[src/rtl/txtrow_pkg.sv]
package txtrow_pkg;

  localparam int DATA_W  = 8;
  localparam int ROW_W   = 5;
  localparam int ROW_N   = 6;
  localparam int OFS_W   = 4;
  localparam int TILE_N  = 4;
  localparam int TILE_W  = 2 * DATA_W;
  localparam int SEL_W   = OFS_W - 1;
  localparam int PTR_W   = (TILE_N > 1) ? $clog2(TILE_N) : 1;
  localparam int MODE_IDX = ROW_N;
  localparam int TILE_IDX = ROW_N + 1;

  typedef logic [DATA_W-1:0] byte_t;
  typedef logic [ROW_W-1:0]  row_t;
  typedef logic [TILE_W-1:0] tile_t;
  typedef logic [PTR_W-1:0]  ptr_t;
  typedef logic [SEL_W-1:0]  sel_t;

  // Register index taken from the word part of the offset
  function automatic sel_t offset_to_sel(input logic [OFS_W-1:0] ofs);
    return ofs[OFS_W-1:1];
  endfunction

  // Keep only the row-field bits of a data byte
  function automatic row_t trim_row(input byte_t b);
    return b[ROW_W-1:0];
  endfunction

  // Widen a row field back to a bus byte with zero fill
  function automatic byte_t widen_row(input row_t r);
    byte_t w;
    w = '0;
    w[ROW_W-1:0] = r;
    return w;
  endfunction

  // Tile slot content: the byte repeated into both halves
  function automatic tile_t spread_tile(input byte_t b);
    return {b, b};
  endfunction

  // Tile pointer advance with wrap after the last slot
  function automatic ptr_t ptr_step(input ptr_t p);
    if (int'(p) == TILE_N - 1) return '0;
    return p + ptr_t'(1);
  endfunction

  // Operation field: the two most significant mode bits
  function automatic logic [1:0] mode_to_op(input byte_t m);
    return m[DATA_W-1 -: 2];
  endfunction

endpackage

[src/rtl/txtrow_decode.sv]
module txtrow_decode
  import txtrow_pkg::*;
#(
  parameter int P_OFS_W = OFS_W,
  parameter int P_ROW_N = ROW_N
) (
  input  logic               wr_en,
  input  logic               rop_allow,
  input  logic [P_OFS_W-1:0] addr,
  output logic [P_OFS_W-2:0] sel,
  output logic [P_ROW_N-1:0] row_we,
  output logic               mode_we,
  output logic               tile_we
);

  localparam int L_SEL_W = P_OFS_W - 1;

  logic unused_addr_lsb;
  assign unused_addr_lsb = addr[0];

  assign sel = addr[P_OFS_W-1:1];

  genvar gi;
  generate
    for (gi = 0; gi < P_ROW_N; gi++) begin : g_row_hit
      assign row_we[gi] = wr_en && (sel == L_SEL_W'(gi));
    end
  endgenerate

  assign mode_we = wr_en && rop_allow && (sel == L_SEL_W'(P_ROW_N));
  assign tile_we = wr_en && rop_allow && (sel == L_SEL_W'(P_ROW_N + 1));

endmodule

[src/rtl/txtrow_rowbank.sv]
module txtrow_rowbank
  import txtrow_pkg::*;
#(
  parameter int P_ROW_N  = ROW_N,
  parameter int P_ROW_W  = ROW_W,
  parameter int P_DATA_W = DATA_W
) (
  input  logic                         clk,
  input  logic                         rst,
  input  logic [P_ROW_N-1:0]           row_we,
  input  logic [P_DATA_W-1:0]          wdata,
  output logic [P_ROW_N*P_ROW_W-1:0]   row_flat
);

  logic [P_ROW_W-1:0] trimmed;
  logic unused_upper;

  assign trimmed      = wdata[P_ROW_W-1:0];
  assign unused_upper = ^wdata[P_DATA_W-1:P_ROW_W];

  genvar gi;
  generate
    for (gi = 0; gi < P_ROW_N; gi++) begin : g_row
      logic [P_ROW_W-1:0] q;
      always_ff @(posedge clk) begin
        if (rst) begin
          q <= '0;
        end else if (row_we[gi]) begin
          q <= trimmed;
        end
      end
      assign row_flat[gi*P_ROW_W +: P_ROW_W] = q;
    end
  endgenerate

endmodule

[src/rtl/txtrow_tilebuf.sv]
module txtrow_tilebuf
  import txtrow_pkg::*;
#(
  parameter int P_TILE_N = TILE_N,
  parameter int P_DATA_W = DATA_W
) (
  input  logic                              clk,
  input  logic                              rst,
  input  logic                              mode_we,
  input  logic                              tile_we,
  input  logic [P_DATA_W-1:0]               wdata,
  output logic [P_DATA_W-1:0]               mode_q,
  output logic [PTR_W-1:0]                  ptr_q,
  output logic [P_TILE_N*2*P_DATA_W-1:0]    tile_flat
);

  localparam int L_TW = 2 * P_DATA_W;

  logic [PTR_W-1:0] ptr_nx;

  // Mode byte
  always_ff @(posedge clk) begin
    if (rst) begin
      mode_q <= '0;
    end else if (mode_we) begin
      mode_q <= wdata;
    end
  end

  // Tile pointer: rewound by a mode write, stepped by a tile write
  always_comb begin
    ptr_nx = ptr_q;
    if (mode_we) begin
      ptr_nx = '0;
    end else if (tile_we) begin
      ptr_nx = ptr_step(ptr_q);
    end
  end

  always_ff @(posedge clk) begin
    if (rst) begin
      ptr_q <= '0;
    end else begin
      ptr_q <= ptr_nx;
    end
  end

  genvar gi;
  generate
    for (gi = 0; gi < P_TILE_N; gi++) begin : g_slot
      logic [L_TW-1:0] slot_q;
      logic            hit;
      assign hit = tile_we && (int'(ptr_q) == gi);
      always_ff @(posedge clk) begin
        if (rst) begin
          slot_q <= '0;
        end else if (hit) begin
          slot_q <= {wdata, wdata};
        end
      end
      assign tile_flat[gi*L_TW +: L_TW] = slot_q;
    end
  endgenerate

endmodule

[src/rtl/txtrow_regfile.sv]
module txtrow_regfile
  import txtrow_pkg::*;
#(
  parameter int P_DATA_W = DATA_W,
  parameter int P_ROW_W  = ROW_W,
  parameter int P_ROW_N  = ROW_N,
  parameter int P_OFS_W  = OFS_W,
  parameter int P_TILE_N = TILE_N
) (
  input  logic                            clk,
  input  logic                            rst,
  input  logic                            rop_allow,
  input  logic                            wr_en,
  input  logic [P_OFS_W-1:0]              addr,
  input  logic [P_DATA_W-1:0]             wdata,
  output logic [P_DATA_W-1:0]             rdata,
  output logic [P_ROW_W-1:0]              first_start,
  output logic [P_ROW_W-1:0]              first_end,
  output logic [P_ROW_W-1:0]              blank_line,
  output logic [P_ROW_W-1:0]              scroll_lines,
  output logic [P_ROW_W-1:0]              scroll_base,
  output logic [P_ROW_W-1:0]              scroll_span,
  output logic [P_DATA_W-1:0]             rop_mode,
  output logic [1:0]                      rop_op,
  output logic [P_TILE_N*2*P_DATA_W-1:0]  tile_slots
);

  localparam int L_SEL_W = P_OFS_W - 1;

  // Named internal events, visible to the bound checker
  logic [L_SEL_W-1:0]          sel;
  logic [P_ROW_N-1:0]          row_we;
  logic                        mode_we;
  logic                        tile_we;
  logic [PTR_W-1:0]            tile_ptr;
  logic [P_ROW_N*P_ROW_W-1:0]  row_flat;

  txtrow_decode #(
    .P_OFS_W (P_OFS_W),
    .P_ROW_N (P_ROW_N)
  ) u_decode (
    .wr_en     (wr_en),
    .rop_allow (rop_allow),
    .addr      (addr),
    .sel       (sel),
    .row_we    (row_we),
    .mode_we   (mode_we),
    .tile_we   (tile_we)
  );

  txtrow_rowbank #(
    .P_ROW_N  (P_ROW_N),
    .P_ROW_W  (P_ROW_W),
    .P_DATA_W (P_DATA_W)
  ) u_rowbank (
    .clk      (clk),
    .rst      (rst),
    .row_we   (row_we),
    .wdata    (wdata),
    .row_flat (row_flat)
  );

  txtrow_tilebuf #(
    .P_TILE_N (P_TILE_N),
    .P_DATA_W (P_DATA_W)
  ) u_tilebuf (
    .clk       (clk),
    .rst       (rst),
    .mode_we   (mode_we),
    .tile_we   (tile_we),
    .wdata     (wdata),
    .mode_q    (rop_mode),
    .ptr_q     (tile_ptr),
    .tile_flat (tile_slots)
  );

  // Combinational read-back: row registers zero-extended, others all ones
  always_comb begin
    rdata = '1;
    for (int i = 0; i < P_ROW_N; i++) begin
      if (sel == L_SEL_W'(i)) begin
        rdata = '0;
        rdata[P_ROW_W-1:0] = row_flat[i*P_ROW_W +: P_ROW_W];
      end
    end
  end

  assign first_start  = row_flat[0*P_ROW_W +: P_ROW_W];
  assign first_end    = row_flat[1*P_ROW_W +: P_ROW_W];
  assign blank_line   = row_flat[2*P_ROW_W +: P_ROW_W];
  assign scroll_lines = row_flat[3*P_ROW_W +: P_ROW_W];
  assign scroll_base  = row_flat[4*P_ROW_W +: P_ROW_W];
  assign scroll_span  = row_flat[5*P_ROW_W +: P_ROW_W];

  assign rop_op = mode_to_op(rop_mode);

endmodule

[config.mk]
export PLATFORM = sky130hd
export DESIGN_NAME = txtrow_regfile
export DESIGN_NICKNAME = d
export VERILOG_FILES = /design/src/rtl/txtrow_pkg.sv /design/src/rtl/txtrow_decode.sv /design/src/rtl/txtrow_rowbank.sv /design/src/rtl/txtrow_tilebuf.sv /design/src/rtl/txtrow_regfile.sv
export SDC_FILE = /design/constraint.sdc
export NUM_CORES = 1
export LEC_CHECK = 0
export BUFFER_PORTS_ARGS = -buffer_cell sky130_fd_sc_hd__buf_2
export CORE_MARGIN = 5
export CORE_UTILIZATION = 50
export CTS_CLUSTER_SIZE = 10
export DETAILED_ROUTE_END_ITERATION = 8
export PLACE_DENSITY_LB_ADDON = 0.08
export SLEW_MARGIN = 5
export SYNTH_ARGS = -nofsm -noshare
export SYNTH_HDL_FRONTEND = slang
export SYNTH_HIERARCHICAL = 1
export SYNTH_SLANG_ARGS = --single-unit
[constraint.sdc]
create_clock -name clk -period 1.5 [get_ports clk]
set_input_delay 0 -clock clk [delete_from_list [all_inputs] [get_ports clk]]
set_output_delay 0 -clock clk [all_outputs]
set_load 0.05 [all_outputs]
==> flow_summary_export.csv, run 1 <==
group,metric,value,unit
placed_design,place.gp.congestion,0.768,
layout,post-route-util,60.9,%
power_and_ir_drop,powerDensity,966,mW/mm2
synthesis,ys_types,28,
worst_setup_path,critPathKind,"reg -> out",
clocking,path_clk_slew,0.08,ns
clocking,htreeDepth,3,
worst_setup_path,r2r_slack,0.13,ns
clocking,clk_latency,0.34,ns
worst_setup_path,start_kind,"flop",
placed_design,dpl.hpwl,5.76,mm
detailed_routing,vias_per_cell,5.02,
layout,nets,472,
floorplanning,start_util,52.0,%
layout,syn2layout_area_growth,17.2,%
worst_setup_path,crit-reg2reg-launch,"u_tilebuf/ptr_q[0]",
floorplanning,die_w,94.5,um
synthesis,synth_top_area_cell,"dfxtp_1",
sta,setup_violations,0,
grt,grtUsageTotal,19.1,%
power_and_ir_drop,p_leak,1.94,nW
synthesis,synthCells,371,
layout,drive_gt1_share,39.2,%
power_and_ir_drop,vdd_drop_max,0.658,mV
detailed_routing,drc_errors,0,
clocking,cts_buffer_depth,2,
floorplanning,die_y,94.5,um
worst_setup_path,crit_buf_inv,1,
detailed_routing,detail-route-antenna-nets,0,
layout,antenna_cells,0,
worst_setup_path,cpMaxStageDelayCell,"dfxtp_1",
outcome,status,"completed",
detailed_routing,route.vias.total,2778,
synthesis,syn-cell-area,0.00357,mm2
worst_setup_path,startpoint,"u_rowbank/g_row[3].q[1]",
floorplanning,design.core.area,0.00687,mm2
floorplanning,dieArea,0.00893,mm2
grt,grt_first_pass_wirelength,13.4,mm
grt,overflow,0,
synthesis,synth.avg_cell_area,9.62,um2
worst_setup_path,crit_family,"flip-flops",
detailed_routing,drtPass1Iterations,4,
worst_setup_path,worstRegToRegCells,4,
worst_setup_path,cp_max_fo,3,
sta,slew_viol_final,0,
sta,fin_ws,0.0873,ns
worst_setup_path,path_cells,"mux2i_1, a22o_1, a21oi_2, buf_2",
detailed_routing,drtIter0Drc,96,
placed_design,placedCellCount,534,
worst_setup_path,critPathCapture,"rdata[1]",
layout,final.fill_count,656,
grt,grt_max_degree,73,
grt,first_global_vias,2651,
detailed_routing,avgRoutedWirePerCell,15.5,um
clocking,cts_buffers,9,
sta,max_slew_margin,61.3,%
placed_design,place_ws,0.122,ns
placed_design,portBuffers,126,
sta,fin_setup_tns,0,ns
sta,layout_min_cycle_time,1.41,ns
floorplanning,rows,30,
synthesis,synth_fp_nets,391,
worst_setup_path,crit_cells,4,
floorplanning,io_pins,128,
worst_setup_path,arrival,1.41,ns
sta,timing.final.crit_share,94.2,%
detailed_routing,drt_wl_total,8.56,mm
synthesis,synth_seq_cells,72,
run,maxCapViolations,0,
sta,rsz0062_at_grt,"false",
worst_setup_path,max_stage_delay,0.37,ns
grt,antenna_found_initial,0,
sta,fmax,708,MHz
sta,skew,0.0138,ns
sta,worst_pin_slew,0.581,ns
clocking,cts_tree,"done",
worst_setup_path,endpoint_kind,"output port",
clocking,root_buffer,"clkbuf_8",
layout,design_area,0.00419,mm2
sta,finalHoldViolations,0,
synthesis,synth_area_leaders,"dfxtp_1, mux2i_1, buf_4, a21bo_1, a21oi_1",
worst_setup_path,cp_data_required_time,1.50,ns
worst_setup_path,reg2reg_to,"u_tilebuf/g_slot[0].slot_q[8]",
synthesis,yosysWarnings,6,
placed_design,dpl_cell_area,0.00394,mm2
synthesis,synth_top_area_share,40.4,%
min_path,holdCritPathClass,"in -> reg",
synthesis,seq_area_frac_synth,40.4,%
layout,final_cells,553,
clocking,clock-sinks,72,
==> per-stage QoR <==
stage	power [W]	hold slack, ns
2_1_floorplan	0.00233	0.147
4_1_cts	0.00409	0.0430
3_3_place_gp	0.00244	0.320
6_report	0.00404	0.0536
5_1_grt	0.00420	0.0462
3_5_place_dp	0.00245	0.328
==> worst min-delay path, cell delays in order <==
cell     delay (ns)
buf_2          0.19
nand3_1        0.10
a21oi_1        0.05
==> report_power, final <==
group | switching (W) | internal, W
Sequential | 0.0000176 | 0.00193
Combinational | 0.000325 | 0.000129
Clock | 0.000700 | 0.000938
==> cell usage after synthesis (all sizes together) <==
cell and count:
dfxtp 72, buf 65, mux2i 48, nor2 45, a21oi 35, nand3 33
a21bo 32, clkbuf 6, mux2 6, ha 4, nand2 4, nand2b 4
a22o 3, nor3 3, a22oi 2, inv 2, nor2b 2, o21ai 2
a211oi 1, and2 1, or3b 1
==> area by class of cell <==
type                    count  area, um2  area share [%]
clock buffers              11        131            3.14
clock inverters             5       81.3            1.94
inverters                   2       7.51           0.179
multi-input cells         226       1610            38.5
flip-flops and latches     72       1440            34.4
well taps                  96        120            2.87
repair buffers            141        791            18.9
==> cell usage in the layout, fill, tap and decap left out, drive strengths merged <==
master       netlist  routed
buf               65     137
a22o               3       3
clkinvlp           0       1
bufinv             0       2
ha                 4       4
o21ai              2       2
clkbuf             6      12
a22oi              2       2
nand2              4       4
nor2              45      45
clkinv             0       2
mux2i             48      48
nand3             33      33
inv                2       2
a21oi             35      35
a21bo             32      32
nand2b             4       4
or3b               1       1
mux2               6       6
a211oi             1       1
and2               1       1
dfxtp             72      72
nor3               3       3
dlygate4sd3        0       3
nor2b              2       2
==> sequential cells by signal, indices dropped and copies added (netlist names) <==
register and flops:
u_tilebuf/g_slot.slot_q 32, u_tilebuf/mode_q 8, u_tilebuf/ptr_q 2, u_rowbank/g_row.q 30
==> metal layers <==
metal | up-vias | routed length, um | track usage (%) | part of all wire (%)
li1 | 1387 | - | - | -
met1 | 1291 | 3980 | 26.5 | 46
met2 | 91 | 3890 | 29.7 | 45
met3 | 9 | 598 | 4.30 | 7.0
met4 | 0 | 91 | 5.77 | 1.1
met5 | - | 0 | 0 | 0
==> cell families after synthesis <==
kind of cell             synth area share (%)
AND/OR/NAND/NOR                          12.0
AO/OA/AOI/OAI                            15.7
buffers and inverters                    15.0
flip-flops                               40.4
multiplexers                             15.6
adder cells (fa/ha/maj)                  1.40
==> repair_timing <==
item,in CTS,in global routing
hold buffers,3,0
endpoints found under the setup margin,0,1
setup buffers,0,0
endpoints found under the hold margin,14,0
resized for setup,0,1
==> worst min path at each step <==
stage                   from  depth (start not counted)  slack (ns)                              to
global route        wdata[1]                          3        0.05   u_tilebuf/g_slot[2].slot_q[9]
finish              wdata[3]                          3        0.05  u_tilebuf/g_slot[2].slot_q[11]
floorplan           wdata[0]                          2        0.15         u_rowbank/g_row[0].q[0]
global placement    wdata[7]                          3        0.32   u_tilebuf/g_slot[0].slot_q[7]
detailed placement  wdata[7]                          3        0.33   u_tilebuf/g_slot[1].slot_q[7]
CTS                 wdata[1]                          3        0.04   u_tilebuf/g_slot[0].slot_q[9]
No activity file was read; power rests on OpenSTA's default activity.
==> run 2, diff against run 1 <==
Settings changed: ABC_AREA from default to 1.
Clock period 1.5 ns to 1.6 ns, I/O delays scaled along.
==> run 2 against run 1 <==
Against the previous run: global-route usage up 0.81 points; non-clock buffer count shrank 1; sequential power decreased by 5%; combinational power up 28%; register-to-register slack improved by 0.28 ns; total power is 6.4% higher; utilization decreased by 0.46 points; critical path type unchanged.
==> flow_summary_export.csv, run 2 <==
group,metric,value,unit
outcome,status,"completed",
floorplanning,die_w,95.5,um
synthesis,synth.most_common_cell,"nor2_1",
clocking,cts_buffer_depth,2,
power_and_ir_drop,internal-power,0.00317,W
run,maxCapViolations,0,
clocking,path_clk_slew,0.08,ns
synthesis,synthCells,559,
detailed_routing,detail-route-antenna-nets,0,
floorplanning,dieArea,0.00911,mm2
worst_setup_path,critPathKind,"reg -> out",
sta,fin_setup_tns,0,ns
sta,rsz0062_at_grt,"false",
synthesis,synth_area_leaders,"dfxtp_1, nor2_1, nand2_1, buf_4, inv_1",
sta,worst_pin_slew,0.598,ns
sta,hold_ws,0.0108,ns
worst_setup_path,endpoint_kind,"output port",
sta,fmax,704,MHz
layout,layout_commonest_cell,"nor2_1",
placed_design,dpl.hpwl,6.53,mm
detailed_routing,route.vias.total,3403,
synthesis,synthArstFlopShare,0,%
floorplanning,die_y,95.5,um
detailed_routing,avgRoutedWirePerCell,11.8,um
power_and_ir_drop,clockPowerShare,43.4,%
worst_setup_path,max_stage_delay,0.37,ns
grt,antenna_found_initial,0,
power_and_ir_drop,swShare,26.4,%
clocking,htreeDepth,3,
layout,nets,672,
min_path,whs_path_depth,3,
detailed_routing,drtPass1Iterations,4,
power_and_ir_drop,powerDensity,991,mW/mm2
worst_setup_path,arrival,1.42,ns
grt,grt_first_pass_wirelength,14.2,mm
placed_design,placedCellCount,735,
floorplanning,rows,31,
sta,fin_ws,0.179,ns
synthesis,seq_area_frac_synth,39.5,%
detailed_routing,drt_wl_total,8.94,mm
power_and_ir_drop,vdd_drop_max,0.408,mV
clocking,postCtsResizedCells,0,
synthesis,synth_fa_ha_area_share,1.37,%
detailed_routing,drc_errors,0,
layout,largestRegisters,"u_tilebuf/g_slot.slot_q (32), u_rowbank/g_row.q (30), u_tilebuf/mode_q (8)",
synthesis,ys_types,20,
synthesis,synth.avg_cell_area,6.53,um2
synthesis,synth_top_area_cell,"dfxtp_1",
grt,grtUsageTotal,19.9,%
detailed_routing,drtIter0Drc,84,
floorplanning,io_pins,128,
sta,max_slew_margin,60.0,%
sta,setup_violations,0,
clocking,cts_tree,"done",
clocking,post_cts_buffers,0,
sta,timing.final.crit_share,88.8,%
layout,final_cell_mix,"nor2_1, nand2_1, buf_2",
placed_design,place.gp.congestion,0.842,
synthesis,yosys.area_share.simple,38.3,%
layout,drive_gt1_share,26.3,%
clocking,root_buffer,"clkbuf_8",
layout,final.fill_count,722,
placed_design,portBuffers,126,
synthesis,synth_compound_area_share,2.30,%
synthesis,synth-xor-area-share,0,%
floorplanning,design.core.area,0.00718,mm2
power_and_ir_drop,p_comb_share,13.5,%
worst_setup_path,worstRegToRegCells,6,
power_and_ir_drop,net-switching-power,0.00113,W
grt,grt_max_degree,31,
grt,first_global_vias,2980,
layout,syn2layout_area_growth,18.8,%
floorplanning,start_util,50.9,%
power_and_ir_drop,p_leak,2.55,nW
clocking,clock-sinks,72,
synthesis,synth_seq_cells,72,
worst_setup_path,path_cells,"inv_1, nand2_1, nand2_1, nor2_1, nand2_1, a21oi_2, buf_2",
synthesis,synth_fp_nets,579,
sta,finalHoldViolations,0,
synthesis,synth_edf_count,0,
worst_setup_path,cpMaxStageDelayCell,"dfxtp_1",
sta,slew_viol_final,0,
min_path,holdCritPathClass,"in -> reg",
sta,skew,0.00397,ns
synthesis,synth_top_area_share,39.5,%
synthesis,syn-cell-area,0.00365,mm2
layout,antenna_cells,0,
worst_setup_path,cp_max_fo,3,
sta,layout_min_cycle_time,1.42,ns
layout,final_cells,756,
synthesis,synth_top_family_by_area,"simple AND/OR/NAND/NOR gates",
placed_design,place_ws,0.390,ns
worst_setup_path,cp_data_required_time,1.60,ns
synthesis,dominantRegCellSynth,"dfxtp_1",
synthesis,synth.area.mux_share,0,%
layout,largest_register,"u_tilebuf/g_slot.slot_q",
worst_setup_path,crit_top_cell,"nand2_1",
clocking,clk_latency,0.33,ns
synthesis,netlist_top_cells_count,"nor2_1, nand2_1, dfxtp_1, inv_1, buf_4",
grt,overflow,0,
synthesis,yosysWarnings,6,
layout,largest_reg_flops,32,
detailed_routing,vias_per_cell,4.50,
power_and_ir_drop,seq_power_share,43.1,%
clocking,cts_buffers,9,
worst_setup_path,start_kind,"flop",
-- run 2: cell types whose count changed in the layout (fill, tap and decap cells not counted), sizes merged, moves of 3 or more --
cell    delta
nand3     -26
o21ai      +8
mux2i     -48
a21oi     -32
nand2b     -4
nand2    +158
nor2     +131
a22o       -3
inv       +58
a21bo     -32
mux2       -6
-- run 2: cells by family after synthesis --
family | Yosys count
adders and majority gates | 4
buffers and inverters | 118
DFF | 72
AOI/OAI and AO/OA | 14
and+or+nand+nor | 351
-- run 2: timing repair --
item,CTS,global route
endpoints found under the setup margin,0,0
hold endpoints to repair,19,0
hold buffers,5,0
-- run 2: power groups by stage --
stage | Clock (W) | Sequential (W) | Combinational (W)
floorplan | 0 | 0.00202 | 0.000327
global placement | 0 | 0.00190 | 0.000570
detailed placement | 0 | 0.00190 | 0.000575
CTS | 0.00191 | 0.00185 | 0.000586
global route | 0.00198 | 0.00186 | 0.000631
finish | 0.00187 | 0.00185 | 0.000582
-- run 2: critical path: cells and delay by family, from the launching register on --
kind                   cells  cell delay, ns
AO/OA/AOI/OAI              1            0.11
flip-flops                 1            0.37
buffers and inverters      2            0.31
AND/OR/NAND/NOR            4            0.29
-- run 2: through the flow --
step | utilization (%) | area, um2 | total power (W)
2_1_floorplan | - | 3660 | 0.00234
3_3_place_gp | 56.1 | 4030 | 0.00247
3_5_place_dp | 56.1 | 4030 | 0.00247
4_1_cts | 60.5 | 4340 | 0.00435
5_1_grt | 60.5 | 4340 | 0.00447
6_report | 60.5 | 4340 | 0.00430
-- run 2: per-layer routing --
metal	wire length, um	track usage, %	part of all wire, %
met4	160	8.06	1.8
met3	545	3.95	6.1
met1	3900	24.6	44
met5	0	0	0
met2	4330	33.9	49
-- run 2: final timing paths --
check                                        startpoint                            end  slack, ns
worst min register to register  u_rowbank/g_row[5].q[2]        u_rowbank/g_row[5].q[2]       0.48
worst max-delay path            u_rowbank/g_row[3].q[1]                       rdata[1]       0.18
worst max register to register       u_tilebuf/ptr_q[0]  u_tilebuf/g_slot[0].slot_q[8]       0.41
worst min-delay path                           wdata[1]  u_tilebuf/g_slot[2].slot_q[9]       0.01
-- run 2: layout make-up --
class	count	area [um2]	share of cell area, %
Inverter	60	225	5.19
Clock buffer	11	131	3.03
Clock inverter	5	129	2.97
Tap cell	99	124	2.85
Multi-Input combinational cell	369	1540	35.5
Timing Repair Buffer	140	748	17.2
Sequential cell	72	1440	33.2
==> run 3, diff against run 2 <==
Settings changed: CORE_MARGIN 5 to 4, PLACE_DENSITY from default to 0.9, PLACE_DENSITY_LB_ADDON 0.08 to default.
==> run 3 against run 2 <==
Against the previous run: clock skew about the same; register-to-register slack worse by 0.02 ns; global-route usage up 1.4 points; total power down 2.9%; hold slack worse by 0.0032 ns; utilization up 1.4 points; first-iteration DRC count up 100%; fmax down 0.63%; combinational power down 1%; die area down 4.1%; critical path type unchanged.
==> flow_summary_export.csv, run 3 (synthesis gave the netlist of run 2 again) <==
group,metric,value,unit
min_path,holdCritPathClass,"in -> reg",
clocking,hold_buffers,5,
power_and_ir_drop,net-switching-power,0.00114,W
detailed_routing,drt_wl_total,9.18,mm
sta,fmax,699,MHz
power_and_ir_drop,p_comb_share,13.8,%
grt,grt_first_pass_wirelength,14.8,mm
clocking,postCtsResizedCells,0,
layout,post-route-util,61.8,%
sta,worst_pin_slew,0.633,ns
sta,skew,0.00420,ns
layout,largest_register,"u_tilebuf/g_slot.slot_q",
sta,slew_viol_final,0,
layout,layout_commonest_cell,"nor2_1",
power_and_ir_drop,p_leak,2.53,nW
worst_setup_path,endpoint_kind,"output port",
grt,first_global_vias,3204,
worst_setup_path,critPathKind,"reg -> out",
detailed_routing,detail-route-antenna-nets,0,
worst_setup_path,start_kind,"flop",
detailed_routing,drtPass1Iterations,4,
power_and_ir_drop,vdd_drop_max,0.511,mV
power_and_ir_drop,internal-power,0.00304,W
power_and_ir_drop,seq_power_share,44.4,%
clocking,clk_latency,0.34,ns
power_and_ir_drop,swShare,27.3,%
layout,nets,669,
layout,largest_reg_flops,32,
floorplanning,die_y,93.5,um
outcome,status,"completed",
detailed_routing,avgRoutedWirePerCell,12.3,um
worst_setup_path,cp_max_fo,3,
grt,overflow,0,
sta,fin_setup_tns,0,ns
sta,layout_min_cycle_time,1.43,ns
clocking,clock-sinks,72,
layout,drive_gt1_share,26.2,%
clocking,root_buffer,"clkbuf_8",
layout,syn2layout_area_growth,17.6,%
layout,final_cell_mix,"nor2_1, nand2_1, buf_2",
clocking,cts_buffer_depth,2,
floorplanning,dieArea,0.00874,mm2
floorplanning,start_util,52.6,%
layout,final.fill_count,624,
grt,grtUsageTotal,21.3,%
clocking,post_cts_buffers,0,
detailed_routing,route.vias.total,3519,
detailed_routing,vias_per_cell,4.70,
grt,grt_max_degree,31,
run,maxCapViolations,0,
sta,setup_violations,0,
clocking,cts_tree,"done",
detailed_routing,drtIter0Drc,170,
clocking,path_clk_slew,0.07,ns
sta,max_slew_margin,57.7,%
floorplanning,design.core.area,0.00694,mm2
sta,rsz0062_at_grt,"false",
power_and_ir_drop,powerDensity,973,mW/mm2
layout,largestRegisters,"u_tilebuf/g_slot.slot_q (32), u_rowbank/g_row.q (30), u_tilebuf/mode_q (8)",
grt,antenna_found_initial,0,
placed_design,place.gp.congestion,0.943,
layout,antenna_cells,0,
worst_setup_path,arrival,1.43,ns
placed_design,portBuffers,126,
clocking,cts_buffers,9,
worst_setup_path,cp_data_required_time,1.60,ns
sta,timing.final.crit_share,89.4,%
floorplanning,die_w,93.5,um
power_and_ir_drop,clockPowerShare,41.8,%
placed_design,dpl.hpwl,6.72,mm
floorplanning,rows,30,
sta,finalHoldViolations,0,
floorplanning,io_pins,128,
clocking,htreeDepth,3,
detailed_routing,drc_errors,0,
==> run 3: cell count changes in the layout (fill, tap and decap cells not counted) <==
cell / previous run / this run
buf_4: 9 / 6
bufinv_16: 4 / 3
clkbuf_1: 2 / 0
clkbuf_8: 9 / 10
clkinv_2: 0 / 1
clkinv_4: 1 / 0
inv_6: 0 / 1
==> run 3: power by group through the flow <==
stage	logic, W	registers, W	clock network, W
floorplan	0.000327	0.00202	0
global placement	0.000556	0.00190	0
detailed placement	0.000566	0.00190	0
CTS	0.000577	0.00186	0.00176
global route	0.000619	0.00186	0.00185
finish	0.000575	0.00186	0.00175
==> run 3: metal layers <==
metal | vias to the layer above | share of wire (%) | global-route usage [%]
li1 | 1778 | - | -
met1 | 1554 | 41 | 25.5
met2 | 165 | 47 | 36.5
met3 | 22 | 8.8 | 4.10
met4 | 0 | 2.7 | 9.65
met5 | - | 0 | 0
==> run 3: path summary, 6_finish.rpt <==
kind / from / endpoint / slack [ns] / depth (start not counted)
max reg2reg: u_tilebuf/ptr_q[0] / u_tilebuf/g_slot[0].slot_q[13] / 0.39 / 6
min: wdata[2] / u_tilebuf/g_slot[3].slot_q[10] / 0.008 / 3
min reg2reg: u_rowbank/g_row[5].q[1] / u_rowbank/g_row[5].q[1] / 0.49 / 2
max: u_rowbank/g_row[0].q[0] / rdata[0] / 0.17 / 7
==> run 3: per-stage QoR <==
stage	instance area [um2]	std cells	hold slack, ns	total power [W]	setup WS [ns]
floorplan	3660	559	0.135	0.00234	0.141
global placement	4000	729	0.307	0.00245	0.462
detailed placement	4000	729	0.314	0.00246	0.396
CTS	4290	749	0.00114	0.00419	0.157
global route	4290	749	0.0107	0.00434	0.0441
finish	4290	749	0.00764	0.00418	0.170
==> run 3: layout make-up <==
| class | count | area (um2) | share of cell area (%) |
|---|---|---|---|
| well taps | 96 | 120 | 2.80 |
| clock inverters | 5 | 104 | 2.42 |
| repair buffers | 137 | 726 | 16.9 |
| multi-input cells | 369 | 1540 | 35.9 |
| inverters | 60 | 225 | 5.24 |
| clock buffers | 10 | 138 | 3.21 |
| flip-flops and latches | 72 | 1440 | 33.6 |
==> run 3: worst max-delay path, stage by stage, from the launching register on <==
cell and delay (ns):
dfxtp_1 0.36, inv_1 0.06, nand3_1 0.08, nand3_1 0.08, nand2_1 0.08, nand2_1 0.06
a21oi_2 0.10, buf_2 0.27
